## src/rtl/mix_pkg.sv

```systemverilog
`timescale 1ns/1ps
package mix_pkg;
    localparam int NCH       = 6;
    localparam int IN_W      = 18;
    localparam int CLIP_W    = 14;
    localparam int DAC_W     = 8;
    localparam int DAC_SHIFT = CLIP_W - DAC_W;
    localparam int OUT_W     = CLIP_W + $clog2(NCH);
    localparam int CLIP_MAX  = (1 << (CLIP_W - 1)) - 1;
    localparam int CLIP_MIN  = -(1 << (CLIP_W - 1));
    localparam int DAC_CH    = NCH - 1;

    typedef logic signed [IN_W-1:0]   raw_t;
    typedef logic signed [CLIP_W-1:0] clip_t;
    typedef logic signed [OUT_W-1:0]  acc_t;

    typedef struct packed {
        logic [NCH-1:0] left;
        logic [NCH-1:0] right;
    } pan_t;

    typedef struct packed {
        logic  on;
        clip_t pcm;
    } dsamp_t;

    typedef enum logic {SIDE_L = 1'b0, SIDE_R = 1'b1} side_e;

    // saturate a wide channel value into the per-channel range
    function automatic clip_t sat(input raw_t v);
        int iv;
        iv = int'(v);
        if (iv > CLIP_MAX)      return clip_t'(CLIP_MAX);
        else if (iv < CLIP_MIN) return clip_t'(CLIP_MIN);
        else                    return clip_t'(iv);
    endfunction

    // offset-binary byte to signed, scaled up to the channel width
    function automatic clip_t byte_to_pcm(input logic [DAC_W-1:0] b);
        return {~b[DAC_W-1], b[DAC_W-2:0], {DAC_SHIFT{1'b0}}};
    endfunction
endpackage

```

## src/rtl/mix_clip.sv

```systemverilog
`timescale 1ns/1ps
module mix_clip
    import mix_pkg::*;
(
    input  logic  clk,
    input  logic  rst,
    input  raw_t  raw,
    output clip_t clipped
);
    always_comb clipped = sat(raw);

    // out-of-range values land on the nearest limit
    p_clip_hi_r1: assert property (@(posedge clk) disable iff (rst)
        (int'(raw) > CLIP_MAX) |-> (int'(clipped) == CLIP_MAX));
    p_clip_lo_r1: assert property (@(posedge clk) disable iff (rst)
        (int'(raw) < CLIP_MIN) |-> (int'(clipped) == CLIP_MIN));
    // in-range values pass unchanged
    p_pass_r2: assert property (@(posedge clk) disable iff (rst)
        (int'(raw) <= CLIP_MAX && int'(raw) >= CLIP_MIN) |-> (int'(clipped) == int'(raw)));
endmodule

```

## src/rtl/mix_cfg.sv

```systemverilog
`timescale 1ns/1ps
module mix_cfg
    import mix_pkg::*;
(
    input  logic             clk,
    input  logic             rst,
    input  logic             cfg_we,
    input  logic [NCH-1:0]   pan_l_in,
    input  logic [NCH-1:0]   pan_r_in,
    input  logic             dac_en_in,
    input  logic             dac_we,
    input  logic [DAC_W-1:0] dac_byte,
    output pan_t             pan,
    output dsamp_t           dsamp
);
    pan_t   pan_q;
    dsamp_t ds_q;

    always_ff @(posedge clk) begin
        if (rst) begin
            pan_q.left  <= '1;
            pan_q.right <= '1;
            ds_q.on     <= 1'b0;
            ds_q.pcm    <= '0;
        end else begin
            if (cfg_we) begin
                pan_q.left  <= pan_l_in;
                pan_q.right <= pan_r_in;
                ds_q.on     <= dac_en_in;
            end
            if (dac_we) begin
                ds_q.pcm <= byte_to_pcm(dac_byte);
            end
        end
    end

    assign pan   = pan_q;
    assign dsamp = ds_q;

    // defaults right after reset
    p_cfg_reset_r7: assert property (@(posedge clk) disable iff (rst)
        $past(rst) |-> (pan.left == '1 && pan.right == '1 && !dsamp.on && dsamp.pcm == '0));
    // byte load lands in the stored sample on the next cycle
    p_dac_load_r6: assert property (@(posedge clk) disable iff (rst)
        (dac_we && dac_byte == {DAC_W{1'b1}}) |=> (int'(dsamp.pcm) == ((1 << (DAC_W - 1)) - 1) * (1 << DAC_SHIFT)));
endmodule

```

## src/rtl/mix_bus.sv

```systemverilog
`timescale 1ns/1ps
module mix_bus
    import mix_pkg::*;
#(
    parameter side_e SIDE = SIDE_L
) (
    input  clip_t          chans [NCH],
    input  logic [NCH-1:0] en,
    output acc_t           sum
);
    always_comb begin
        sum = '0;
        for (int i = 0; i < NCH; i++) begin
            if (en[i]) sum = sum + acc_t'(chans[i]);
        end
    end

    // side tag only names the instance; both sides share the adder
    if (SIDE != SIDE_L && SIDE != SIDE_R) begin : g_bad_side
        initial $error("mix_bus: unknown side");
    end
endmodule

```

## src/rtl/fm_stereo_mixer.sv

```systemverilog
`timescale 1ns/1ps
module fm_stereo_mixer
    import mix_pkg::*;
(
    input  logic                  clk,
    input  logic                  rst,
    input  logic                  in_valid,
    input  logic [NCH*IN_W-1:0]   ch_sum,
    input  logic                  cfg_we,
    input  logic [NCH-1:0]        cfg_pan_l,
    input  logic [NCH-1:0]        cfg_pan_r,
    input  logic                  cfg_dac_en,
    input  logic                  dac_we,
    input  logic [DAC_W-1:0]      dac_byte,
    output logic                  out_valid,
    output logic signed [OUT_W-1:0] out_l,
    output logic signed [OUT_W-1:0] out_r
);
    pan_t   pan;
    dsamp_t dsamp;
    clip_t  clipped [NCH];
    clip_t  mixed   [NCH];
    acc_t   sum_l;
    acc_t   sum_r;

    mix_cfg u_cfg (
        .clk       (clk),
        .rst       (rst),
        .cfg_we    (cfg_we),
        .pan_l_in  (cfg_pan_l),
        .pan_r_in  (cfg_pan_r),
        .dac_en_in (cfg_dac_en),
        .dac_we    (dac_we),
        .dac_byte  (dac_byte),
        .pan       (pan),
        .dsamp     (dsamp)
    );

    for (genvar c = 0; c < NCH; c++) begin : g_ch
        mix_clip u_clip (
            .clk     (clk),
            .rst     (rst),
            .raw     (raw_t'(ch_sum[c*IN_W +: IN_W])),
            .clipped (clipped[c])
        );
        if (c == DAC_CH) begin : g_dsub
            assign mixed[c] = dsamp.on ? dsamp.pcm : clipped[c];
        end else begin : g_fm
            assign mixed[c] = clipped[c];
        end
    end

    mix_bus #(.SIDE(SIDE_L)) u_bus_l (.chans(mixed), .en(pan.left),  .sum(sum_l));
    mix_bus #(.SIDE(SIDE_R)) u_bus_r (.chans(mixed), .en(pan.right), .sum(sum_r));

    always_ff @(posedge clk) begin
        if (rst) begin
            out_valid <= 1'b0;
            out_l     <= '0;
            out_r     <= '0;
        end else begin
            out_valid <= in_valid;
            if (in_valid) begin
                out_l <= sum_l;
                out_r <= sum_r;
            end
        end
    end

    // output strobe follows the input strobe by one cycle
    p_valid_follow_r8: assert property (@(posedge clk) disable iff (rst)
        in_valid |=> out_valid);
    p_valid_quiet_r8: assert property (@(posedge clk) disable iff (rst)
        !in_valid |=> !out_valid);
    p_hold_r8: assert property (@(posedge clk) disable iff (rst)
        !in_valid |=> ($stable(out_l) && $stable(out_r)));
    // an empty left mask yields a silent left output
    p_pan_zero_r3: assert property (@(posedge clk) disable iff (rst)
        (in_valid && pan.left == '0) |=> (out_l == '0));
    // with only the substituted channel panned, the stored sample is the output
    p_dac_sub_r6: assert property (@(posedge clk) disable iff (rst)
        (in_valid && dsamp.on && pan.left == NCH'(1 << DAC_CH)) |=> (out_l == $past(acc_t'(dsamp.pcm))));
    // outputs cleared right after reset
    p_out_reset_r7: assert property (@(posedge clk) disable iff (rst)
        $past(rst) |-> (!out_valid && out_l == '0 && out_r == '0));
endmodule

```

## config.mk

```make
export PLATFORM = sky130hd
export DESIGN_NAME = fm_stereo_mixer
export DESIGN_NICKNAME = d
export VERILOG_FILES = /design/src/rtl/mix_pkg.sv /design/src/rtl/mix_clip.sv /design/src/rtl/mix_cfg.sv /design/src/rtl/mix_bus.sv /design/src/rtl/fm_stereo_mixer.sv
export SDC_FILE = /design/constraint.sdc
export NUM_CORES = 1
export LEC_CHECK = 0
export BUFFER_PORTS_ARGS = -buffer_cell sky130_fd_sc_hd__buf_2
export CAP_MARGIN = 20
export CORE_MARGIN = 4
export CORE_UTILIZATION = 30
export CTS_CLUSTER_SIZE = 10
export DETAILED_ROUTE_END_ITERATION = 16
export GPL_TIMING_DRIVEN = 0
export REMOVE_ABC_BUFFERS = 1
export SLEW_MARGIN = 20
export SYNTH_ARGS = -nofsm -noshare
export SYNTH_HDL_FRONTEND = slang
export SYNTH_HIERARCHICAL = 1
export SYNTH_SLANG_ARGS = --single-unit
```

## constraint.sdc

```tcl
create_clock -name clk -period 7.92 [get_ports clk]
set_input_delay 0.792 -clock clk [delete_from_list [all_inputs] [get_ports clk]]
set_output_delay 0.792 -clock clk [all_outputs]
set_load 0.02 [all_outputs]
```

# Yosys cells after proc, flatten, opt, wreduce, memory -nomap -nowiden
# Cells that the tools add are included.
# totals
ff_bits	56
latchBits	0
ram_bits	0
rom_bits	0
inputBits	134
out_inout_bits	35
word_cells	55
n_memories	0
# op_classes
add_sub_neg	10
mul	0
div	0
magnitude_cmp	12
eq_ne	0
shifts	0
muxes	25
n_bitwise	1
reduce_logical	0
# op_table
cell	count
two-way mux 17 bit	12
two-way mux 14 bit	13
adder 17 x 14 -> 17 bit	10
> comparator 18 x 14 -> 1 bit, second input constant	6
< comparator 18 x 14 -> 1 bit, second input constant	6
inverter 1 bit	1

# Logic depth before layout (Yosys ltp)
# Gate-level depths: netlist of the first run.
# depth
ltp_word	14
mapped_depth	45
depth_no_buf	45

# Modules after synthesis
# The synthesis of the first run kept the hierarchy.
# by_module_without_submodules
mod	instances	cells_each	area_each_um2	seq_area_each_um2
mix_bus (u_bus_l)	1	712	5011.1	0.0
mix_bus (u_bus_r)	1	716	4963.5	0.0
mix_clip	6	49	390.4	0.0
fm_stereo_mixer	1	127	1432.6	700.7
mix_cfg	1	75	819.5	420.4

# Least setup slack after synthesis of the first run
# Ideal clock, no wire load.
# synth_timing
kind	in2reg
start	input ch_sum[17]
end	register out_r[16]
setup_time_ns	0.115
arrival_ns	8.260
required_ns	7.805
slack_ns	-0.455
stages	43
n_path_buf	0
cell_sequence	nor2b_2 -> a221oi_1 -> and2_1 -> ha_1 -> inv_1 -> fa_1 -> nand3b_1 -> and4b_1 -> a21o_1 -> and3_1 -> o21ai_0 -> xor2_1 -> ha_1 -> a21oi_1 -> o211a_1 -> o21bai_1 -> a21oi_1 -> xnor2_1 -> (+7 left out) -> o31a_1 -> ha_1 -> nand4_1 -> nor2_1 -> nand2_1 -> o22ai_1 -> a211oi_1 -> a21o_1 -> ha_1 -> and3_1 -> and3_1 -> a21oi_1 -> a31oi_1 -> a31oi_1 -> mux2i_1 -> xnor2_1 -> mux2i_1 -> nor2_1
# synth_rtl
item	line_no	source
start: declaration	fm_stereo_mixer.sv:8	input logic [NCH*IN_W-1:0] ch_sum,
end signal: assignment	fm_stereo_mixer.sv:65	out_r <= sum_r;
end: declaration	fm_stereo_mixer.sv:17	output logic signed [OUT_W-1:0] out_r

==> key figures, run 1 <==
Outcome
  – Outcome: finished with violations
  – Violated checks: setup timing

Timing
  – RSZ-0062 raised after global routing: true
  – Setup TNS: -3.99 ns
  – WHS: 0.494 ns
  – Slew headroom: 15.7%
  – Number of setup violations in the final report: 11
  – Final period util: 108%
  – Final Skew: approximately 0.015 ns
  – Worst-Margin Slew: roughly 1.3 ns
  – Max Slew Vio Count: 0
  – Setup ws final: -0.604 ns
  – Fmax: 117 MHz
  – Min Tclk post-route: 8.52 ns
  – Final hold vios: 0

Drt
  – ANT nets after route: 0
  – Starting DRT DRC Count: 1196
  – Via Count: 15812
  – DR DRC count: 0
  – Post-Route WL: 53.7 mm
  – Post-DR wirelength/cell: slightly below 20 um
  – Drt pass-1 iters: 7
  – Number of vias per cell: 5.74

Cells and area
  – Seq. cell area: 1120 um2
  – Fin area: between 15000 and 20000 um2
  – Fillers: 4852
  – Share of cells above drive strength 1: around a third
  – Layout Cells excl Fill: roughly 2800
  – Synthesis-to-finish area growth: 26.7%
  – Final core occ: about 39%
  – Nets: 2446
  – Area of the multi-input gates: 13900 um2

Placement
  – Placement Setup Slack: -2.39 ns
  – Placed cells: 2600
  – IO buf count: approximately 170
  – Placed Instance Area: around 15000 um2
  – Placer Congestion: 0.922
  – HPWL Detailed: 38.7 mm

Die
  – Starting density of the core: a little under a third
  – Die footprint: between 50000 and 60000 um2
  – Die H: approximately 230 um
  – DIE WIDTH: 228 um
  – Num rows: 80
  – IO Count: 169
  – Core Area: 47800 um2

Critical path
  – R2r setup slk: -0.34 ns
  – Worst EP required: 8.11 ns
  – Levels on crit path: 44
  – Kind of critical path: in -> reg
  – CP Launch Type: input port
  – Most used cell, CP: ha_4
  – Critical path origin: ch_sum[33]
  – Max FO, Critical Path: 14
  – Crit path to: out_r[13]$_SDFFE_PP0P_
  – Worst Path Buf+Inv: 4
  – Crit path max-delay family: compound AO/OA/AOI/OAI gates
  – Largest stage delay, worst path: approximately 0.36 ns
  – Crit Reg-Reg Endpoint: out_r[13]$_SDFFE_PP0P_
  – Slowest-stage cell, CP: a221oi_4
  – R2R Path Start: u_cfg/pan[0]$_SDFFE_PP1P_
  – Worst path arrival time: about 8.7 ns
  – Reg2reg path depth: 42
  – Worst setup EP type: register

Yosys
  – Syn. warnings: 6
  – Top-area cell type share of the netlist area: between 10 and 15%
  – Async SR Flop Fraction: 0%
  – Ys flop type: dfxtp_1
  – Synth area leaders: ha_1, dfxtp_1, a221oi_2
  – Avg Inst Size Synth: 7.57 um2
  – Post-synth EDFFs: 0
  – Synthesized flop and latch total: 56
  – Cell count after synthesis: 1924
  – Commonest cells post-synth: nor2_1, ha_1, nand2_1
  – Cell area after synthesis: 14600 um2
  – Sequential share of the synthesized area: roughly 7.7%
  – Netlist cell types: a little over 100
  – Top-count cell post-synth: nor2_1
  – Cell accounting for the most synthesized area: ha_1

Flow run
  – Max-cap viol count: 0

Pwr
  – Leakage: 7.94 nW
  – Pwr Density: about 400 nW/um2
  – Total power: 7.39 mW
  – IR drop worst, VDD: 0.188 mV

Min path
  – Hold WC Path Type: reg -> reg
  – Hold Path Origin: out_r[10]$_SDFFE_PP0P_

Global routing
  – Total track usage: 18.7%
  – Vias in the first global route: 14773
  – First-pass GRT wire length: 80.5 mm
  – Initial antenna violation count: 7
  – Total grt overflow: 0
  – Largest net degree at the start of global routing: 57

Clock network
  – H-tree levels: 2
  – Post-CTS Hold Buffers: 0
  – Clock Sinks: between 50 and 60
  – Root Driver: clkbuf_16
  – CTS buffer count: 5
  – Worst-Skew Late Latency: 0.33 ns
  – Max Buffers Root-to-Sink: 2
  – CTS tree: done
  – CTS clock-pin slew for the worst setup and hold paths: 0.08 ns
[worst min-delay path by stage]
stage	end	slack, ns	cells after the start
2_1_floorplan	u_cfg/dsamp[10]$_SDFFE_PP0P_	0.45	2
3_3_place_gp	u_cfg/dsamp[6]$_SDFFE_PP0P_	0.47	2
3_5_place_dp	u_cfg/dsamp[7]$_SDFFE_PP0P_	0.48	2
4_1_cts	u_cfg/dsamp[7]$_SDFFE_PP0P_	0.50	2
5_1_grt	u_cfg/dsamp[10]$_SDFFE_PP0P_	0.52	2
6_report	out_r[10]$_SDFFE_PP0P_	0.49	2
[final cells by class]
| cell class | count | area share (%) |
|---|---|---|
| clock buffers | 5 | 0.678 |
| clock inverters | 2 | 0.0881 |
| inverters | 98 | 1.99 |
| diodes | 2 | 0.0271 |
| repair buffers | 314 | 11.6 |
| well taps | 615 | 4.17 |
| flip-flops and latches | 56 | 6.09 |
| multi-input cells | 1661 | 75.3 |
[where the power goes]
| part | internal, mW | switching (mW) | total [mW] |
|---|---|---|---|
| Combinational | 3.20 | 3.51 | 6.71 |
| Clock | 0.118 | 0.140 | 0.258 |
| Sequential | 0.349 | 0.0650 | 0.414 |
[cells by family (layout without fill, tap and decap cells)]
family          count (synthesis)  in the layout  share of synthesized area [%]
fa+ha+maj                     177            177                           15.7
compound gates                581            581                           31.0
other cells                     1              8                         0.0257
flops                          56             56                           7.69
buf+inv                       212            419                           7.85
mux                           115            115                           8.36
simple gates                  676            676                           22.8
xor+xnor                      106            106                           6.56
[timing repair]
item                       in CTS  in global routing
setup endpoints to repair      21                 18
buffers inserted               87                 56
gates resized for setup       150                186
cloned                          1                  0
pin swaps                      68                122
[routing by layer]
metal  vias up  share of wire, %  GRT usage (%)
met2       597                44           29.3
li1       7637                 -              -
met3        91               7.3           3.89
met4        10               3.3           6.62
met1      7477                45           25.5
met5         -              0.10              0
[cells in the final DEF (no fill, tap or decap), types with 58 or more instances in the layout]
cell / n
buf_2: 155
nand4_1: 89
xnor2_1: 62
buf_4: 143
ha_1: 118
mux2i_1: 58
nand2_1: 142
a21oi_1: 90
inv_1: 92
nor2_1: 223
[tightest hold or removal path, delay by kind of cell (launching register included)]
family        cells  cell delay, ns
simple gates      1            0.07
mux               1            0.06
flops             1            0.33
[flip-flops by register name, indices dropped and copies added (netlist names)]
signal and cells:
out_r 17, u_cfg/pan 12, u_cfg/dsamp 9, out_valid 1, out_l 17
Note: power is estimated with default switching activity, not from simulation.
==> run 2, diff against run 1 <==
--- a/config.mk
+++ b/config.mk
@@ -8,10 +8,11 @@
 export BUFFER_PORTS_ARGS = -buffer_cell sky130_fd_sc_hd__buf_2
 export CAP_MARGIN = 20
 export CORE_MARGIN = 4
-export CORE_UTILIZATION = 30
+export CORE_UTILIZATION = 56
 export CTS_CLUSTER_SIZE = 10
 export DETAILED_ROUTE_END_ITERATION = 16
 export GPL_TIMING_DRIVEN = 0
+export PLACE_DENSITY = 0.8
 export REMOVE_ABC_BUFFERS = 1
 export SLEW_MARGIN = 20
 export SYNTH_ARGS = -nofsm -noshare
==> key figures, run 2 (same netlist as run 1, synthesis figures left out) <==
Outcome
  – Outcome: finished with violations
  – Violated checks: setup timing

Global routing
  – Largest net degree at the start of global routing: 57
  – Total track usage: between 30% and 40%
  – First-pass GRT wire length: 72.5 mm
  – Vias in the first global route: 14451
  – Initial antenna violation count: 12
  – Total grt overflow: 0

Pwr
  – Total power: 7.09 mW
  – Register share of total power: between 5 and 6%
  – Pwr Density: around 400 nW/um2
  – Combinational fraction of design power: between 80% and 90%
  – Clock network power share: 4.4%
  – Switching power: between 3 and 4 mW
  – Sw frac: about 50%
  – Internal cell power: ~3.5 mW
  – IR drop worst, VDD: 0.376 mV
  – Leakage: 7.80 nW

Timing
  – Setup ws final: -0.863 ns
  – Slew headroom: 28.4%
  – Final hold vios: 0
  – RSZ-0062 raised after global routing: true
  – Final period util: 111%
  – Fmax: about 110 MHz
  – Min Tclk post-route: 8.78 ns
  – Worst-Margin Slew: 1.07 ns
  – Max Slew Vio Count: 0
  – Number of setup violations in the final report: 12
  – Setup TNS: -5.71 ns
  – Final Skew: 0.0284 ns

Min path
  – Hold WC Path Type: reg -> reg
  – Hold Path Origin: u_cfg/dsamp[7]$_SDFFE_PP0P_
  – Hold Path Sink: u_cfg/dsamp[7]$_SDFFE_PP0P_
  – Hold path depth: 2

Clock network
  – Clock Sinks: 56
  – CTS clock-pin slew for the worst setup and hold paths: about 0.09 ns
  – CTS tree: done
  – Root Driver: clkbuf_16
  – Worst-Skew Late Latency: 0.33 ns
  – Post-CTS Hold Buffers: 0
  – Max Buffers Root-to-Sink: 2
  – H-tree levels: 2
  – CTS buffer count: 5

Placement
  – Placement Setup Slack: -2.52 ns
  – IO buf count: 168
  – HPWL Detailed: approximately 34 mm
  – Placer Congestion: 0.969

Critical path
  – Worst EP required: ~8.1 ns
  – Worst path arrival time: 8.98 ns
  – Largest stage delay, worst path: 0.37 ns
  – Reg2reg path depth: 43
  – Slowest-stage cell, CP: or3_4
  – Crit Reg-Reg Endpoint: out_r[15]$_SDFFE_PP0P_
  – R2r setup slk: -0.48 ns
  – R2R Path Start: u_cfg/pan[0]$_SDFFE_PP1P_
  – Most used cell, CP: ha_4
  – Kind of critical path: in -> reg
  – Max FO, Critical Path: 16
  – Worst setup EP type: register
  – CP Launch Type: input port

Cells and area
  – Commonest non-fill, non-tap cell in the layout: nor2_1
  – Nets: 2430
  – Fillers: 1971
  – Most frequent cells in the layout: nor2_1, buf_2, nand2_1, ha_1, buf_4
  – Share of cells above drive strength 1: 28.7%
  – Synthesis-to-finish area growth: 20.7%
  – Final core occ: 69.2%

Die
  – Num rows: 58
  – IO Count: roughly 170
  – Die H: 169 um
  – Starting density of the core: 57.4%
  – Die footprint: 28700 um2
  – DIE WIDTH: 169 um
  – Core Area: ~25000 um2

Drt
  – DR DRC count: 0
  – Drt pass-1 iters: 6
  – Post-DR wirelength/cell: 19.9 um
  – Number of vias per cell: 6.52
  – Via Count: 16018
  – Post-Route WL: 48.8 mm
  – ANT nets after route: 0
  – Starting DRT DRC Count: 1618

Flow run
  – Max-cap viol count: 0
[run 2: cell count changes in the layout (fill, tap and decap cells not counted), sizes merged]
| cell | delta |
|---|---|
| clkinvlp | -1 |
| buf | -15 |
| bufinv | +2 |
| bufbuf | -1 |
| diode | +5 |
| inv | -1 |
[run 2: layout make-up]
class	instances	area, um2	share of cell area [%]
Antenna cell	7	17.5	0.0996
Clock buffer	5	125	0.712
Clock inverter	2	60.1	0.342
Inverter	98	368	2.09
Multi-Input combinational cell	1661	13500	76.9
Sequential cell	56	1120	6.39
Tap cell	330	413	2.35
Timing Repair Buffer	298	1960	11.1
[run 2: stage by stage]
stage               cell area, um2  std cells  hold WS (ns)
finish                       17600       2457         0.494
global route                 17600       2452         0.526
CTS                          16600       2392         0.497
detailed placement           15100       2315         0.475
global placement             15100       2313         0.472
floorplan                    13800       1815         0.454
[run 2: layer usage]
layer | vias up | track usage, % | share of wire (%)
li1 | 7613 | - | -
met1 | 7431 | 39.0 | 41
met2 | 779 | 49.2 | 44
met3 | 177 | 5.71 | 8.6
met4 | 18 | 14.7 | 6.0
met5 | - | 0 | 0.23
[run 2: worst max path at each step]
stage	slack, ns	depth (start not counted)	endpoint	startpoint
final	-0.86	46	out_r[15]$_SDFFE_PP0P_	ch_sum[17]
after CTS	-0.49	44	out_r[16]$_SDFFE_PP0P_	ch_sum[15]
after global routing	-1.09	44	out_r[16]$_SDFFE_PP0P_	ch_sum[17]
after floorplan	-0.74	43	out_r[16]$_SDFFE_PP0P_	ch_sum[13]
after detailed placement	-2.52	44	out_r[16]$_SDFFE_PP0P_	ch_sum[13]
after global placement	-2.34	44	out_r[16]$_SDFFE_PP0P_	ch_sum[13]
[run 2: power groups by stage]
stage	clock, mW	combinational (mW)	sequential, mW
5_1_grt	0.324	6.90	0.421
2_1_floorplan	0	3.92	0.468
4_1_cts	0.311	5.56	0.409
3_5_place_dp	0	4.95	0.413
3_3_place_gp	0	4.80	0.413
6_report	0.310	6.37	0.411
[run 2: worst max-delay path: cells and delay by family]
| kind | cells | cell delay (ns) |
|---|---|---|
| adders and majority gates | 6 | 1.50 |
| and+or+nand+nor | 13 | 2.35 |
| AOI/OAI and AO/OA | 18 | 3.14 |
| xor gates and xnor gates | 3 | 0.50 |
| buffers and inverters | 5 | 0.49 |
| muxes | 1 | 0.15 |
[run 2: repair_timing]
item | CTS | global route
buffers inserted | 70 | 58
gates cloned | 0 | 0
resized for setup | 149 | 105
pin swaps | 66 | 76
setup endpoints to repair | 21 | 18
==> run 3, diff against run 2 <==
--- a/config.mk
+++ b/config.mk
@@ -7,12 +7,14 @@
 export LEC_CHECK = 0
 export BUFFER_PORTS_ARGS = -buffer_cell sky130_fd_sc_hd__buf_2
 export CAP_MARGIN = 20
+export CELL_PAD_IN_SITES_DETAIL_PLACEMENT = 0
+export CELL_PAD_IN_SITES_GLOBAL_PLACEMENT = 1
 export CORE_MARGIN = 4
-export CORE_UTILIZATION = 56
+export CORE_UTILIZATION = 25
 export CTS_CLUSTER_SIZE = 10
 export DETAILED_ROUTE_END_ITERATION = 16
-export GPL_TIMING_DRIVEN = 0
-export PLACE_DENSITY = 0.8
+export GPL_TIMING_DRIVEN = 1
+export PLACE_DENSITY_LB_ADDON = 0.1
 export REMOVE_ABC_BUFFERS = 1
 export SLEW_MARGIN = 20
 export SYNTH_ARGS = -nofsm -noshare
==> key figures, run 3 (same netlist as run 1, synthesis figures left out) <==
Drt
  – Number of vias per cell: ~5
  – ANT nets after route: 0
  – Via Count: 16830
  – DR DRC count: 0
  – Starting DRT DRC Count: 787
  – Drt pass-1 iters: 7
  – Post-Route WL: 61.4 mm
  – Post-DR wirelength/cell: 18.1 um

Timing
  – Setup TNS: -1.80 ns
  – Final period util: 104%
  – RSZ-0062 raised after global routing: true
  – Fmax: 121 MHz
  – Final Skew: 0.0152 ns
  – Max Slew Vio Count: 0
  – Slew headroom: 36.6%
  – Setup ws final: -0.318 ns
  – Number of setup violations in the final report: 9
  – Final hold vios: 0
  – Worst-Margin Slew: 0.951 ns
  – WHS: roughly 0.49 ns
  – Min Tclk post-route: 8.24 ns

Pwr
  – IR drop worst, VDD: roughly 0.26 mV
  – Leakage: 10.3 nW
  – Total power: 9.26 mW
  – Pwr Density: 417 nW/um2

Cells and area
  – Synthesis-to-finish area growth: 52.4%
  – Share of cells above drive strength 1: a little under half
  – Layout Cells excl Fill: 3391
  – Commonest non-fill, non-tap cell in the layout: buf_4
  – Nets: around 2900
  – Most frequent cells in the layout: buf_4, nor2_1, buf_2, nand2_1, ha_1

Global routing
  – First-pass GRT wire length: 93.6 mm
  – Total track usage: a little under a fifth
  – Largest net degree at the start of global routing: 41
  – Total grt overflow: 0
  – Initial antenna violation count: 22
  – Vias in the first global route: 16593

Critical path
  – Largest stage delay, worst path: roughly 0.34 ns
  – Most used cell, CP: ha_4
  – Worst setup EP type: register
  – Kind of critical path: in -> reg
  – Critical path origin: ch_sum[14]
  – CP Launch Type: input port
  – Slowest-stage cell, CP: fa_2
  – Worst EP required: 8.15 ns
  – Worst path arrival time: 8.47 ns
  – Max FO, Critical Path: 4
  – R2R Path Start: u_cfg/pan[0]$_SDFFE_PP1P_

Placement
  – HPWL Detailed: 49.5 mm
  – IO buf count: 168
  – Placed cells: 3297
  – Placer Congestion: just under 0.9

Clock network
  – CTS clock-pin slew for the worst setup and hold paths: 0.10 ns
  – CTS buffer count: 5
  – Max Buffers Root-to-Sink: 2
  – Root Driver: clkbuf_16
  – Clock Sinks: 56
  – CTS tree: done
  – Worst-Skew Late Latency: 0.35 ns
  – H-tree levels: 2

Die
  – Die footprint: a little over 60000 um2
  – Die H: 249 um
  – DIE WIDTH: 249 um
  – IO Count: 169
  – Core Area: 57700 um2
  – Starting density of the core: between 20% and 30%
  – Num rows: 88

Outcome
  – Violated checks: setup timing
  – Outcome: finished with violations

Flow run
  – Max-cap viol count: 0

Min path
  – Hold Path Origin: out_r[11]$_SDFFE_PP0P_
  – Hold WC Path Type: reg -> reg
[run 3: changes by cell type in the layout (fill, tap and decap cells not counted), moves of 6 or more]
| cell | delta |
|---|---|
| a21oi_1 | -16 |
| a21oi_2 | +16 |
| a221oi_2 | +7 |
| a221oi_4 | -9 |
| buf_4 | +483 |
| buf_6 | +13 |
| ha_1 | -7 |
| ha_4 | +11 |
| nand2_1 | -6 |
| o21ai_0 | -10 |
| o31ai_1 | -6 |
| o31ai_2 | +6 |
[run 3: layer usage]
metal  global-route usage [%]  share of wire, %  up-vias
met3                     3.23               4.9       67
met4                     5.32               2.6       26
met1                     25.1                47     7817
li1                         -                 -     8609
met5                        0              0.25        -
met2                     30.8                45      311
[run 3: per-stage QoR]
step           setup slack [ns]  util, %  instance area, um2
3_3_place_gp              -1.28     34.2               19800
5_1_grt                  -0.798     38.4               22200
3_5_place_dp              -1.37     34.2               19800
4_1_cts                  -0.304     37.0               21300
2_1_floorplan            -0.738        -               13800
6_report                 -0.318     38.5               22200
[run 3: layout make-up]
type	count	area [um2]
clock buffer	5	125
multi-input combinational	1661	13900
inverter	98	368
timing repair buffer	796	5690
clock inverter	3	25.0
sequential	56	1120
antenna	7	17.5
tap	765	957
fill	6083	35500
[run 3: power by group]
part           total (mW)  switching, mW  internal [mW]
Combinational        8.61           3.92           4.68
Clock               0.270          0.148          0.122
Sequential          0.381         0.0327          0.349
Total                9.26           4.10           5.15
[run 3: repair_timing]
| item | CTS | global route |
|---|---|---|
| hold buffers | 0 | 0 |
| gates resized for setup | 206 | 132 |
| setup buffers | 62 | 21 |
| pin swaps | 146 | 100 |
| setup endpoints to repair | 17 | 18 |
[run 3: path summary, 6_finish.rpt]
kind                                          endpoint  slack, ns  cells after the start
worst max-delay path            out_r[13]$_SDFFE_PP0P_      -0.32                     46
worst min-delay path            out_r[11]$_SDFFE_PP0P_       0.49                      2
worst max register to register  out_r[13]$_SDFFE_PP0P_       0.33                     42
worst min register to register  out_r[11]$_SDFFE_PP0P_       0.49                      2
[run 3: critical path: cells and delay by family]
kind                     cells  cell delay, ns
AO/OA/AOI/OAI               16            2.64
AND/OR/NAND/NOR             12            1.87
adder cells (fa/ha/maj)      6            1.51
buffers and inverters        6            0.67
XOR/XNOR                     4            0.57
multiplexers                 2            0.39
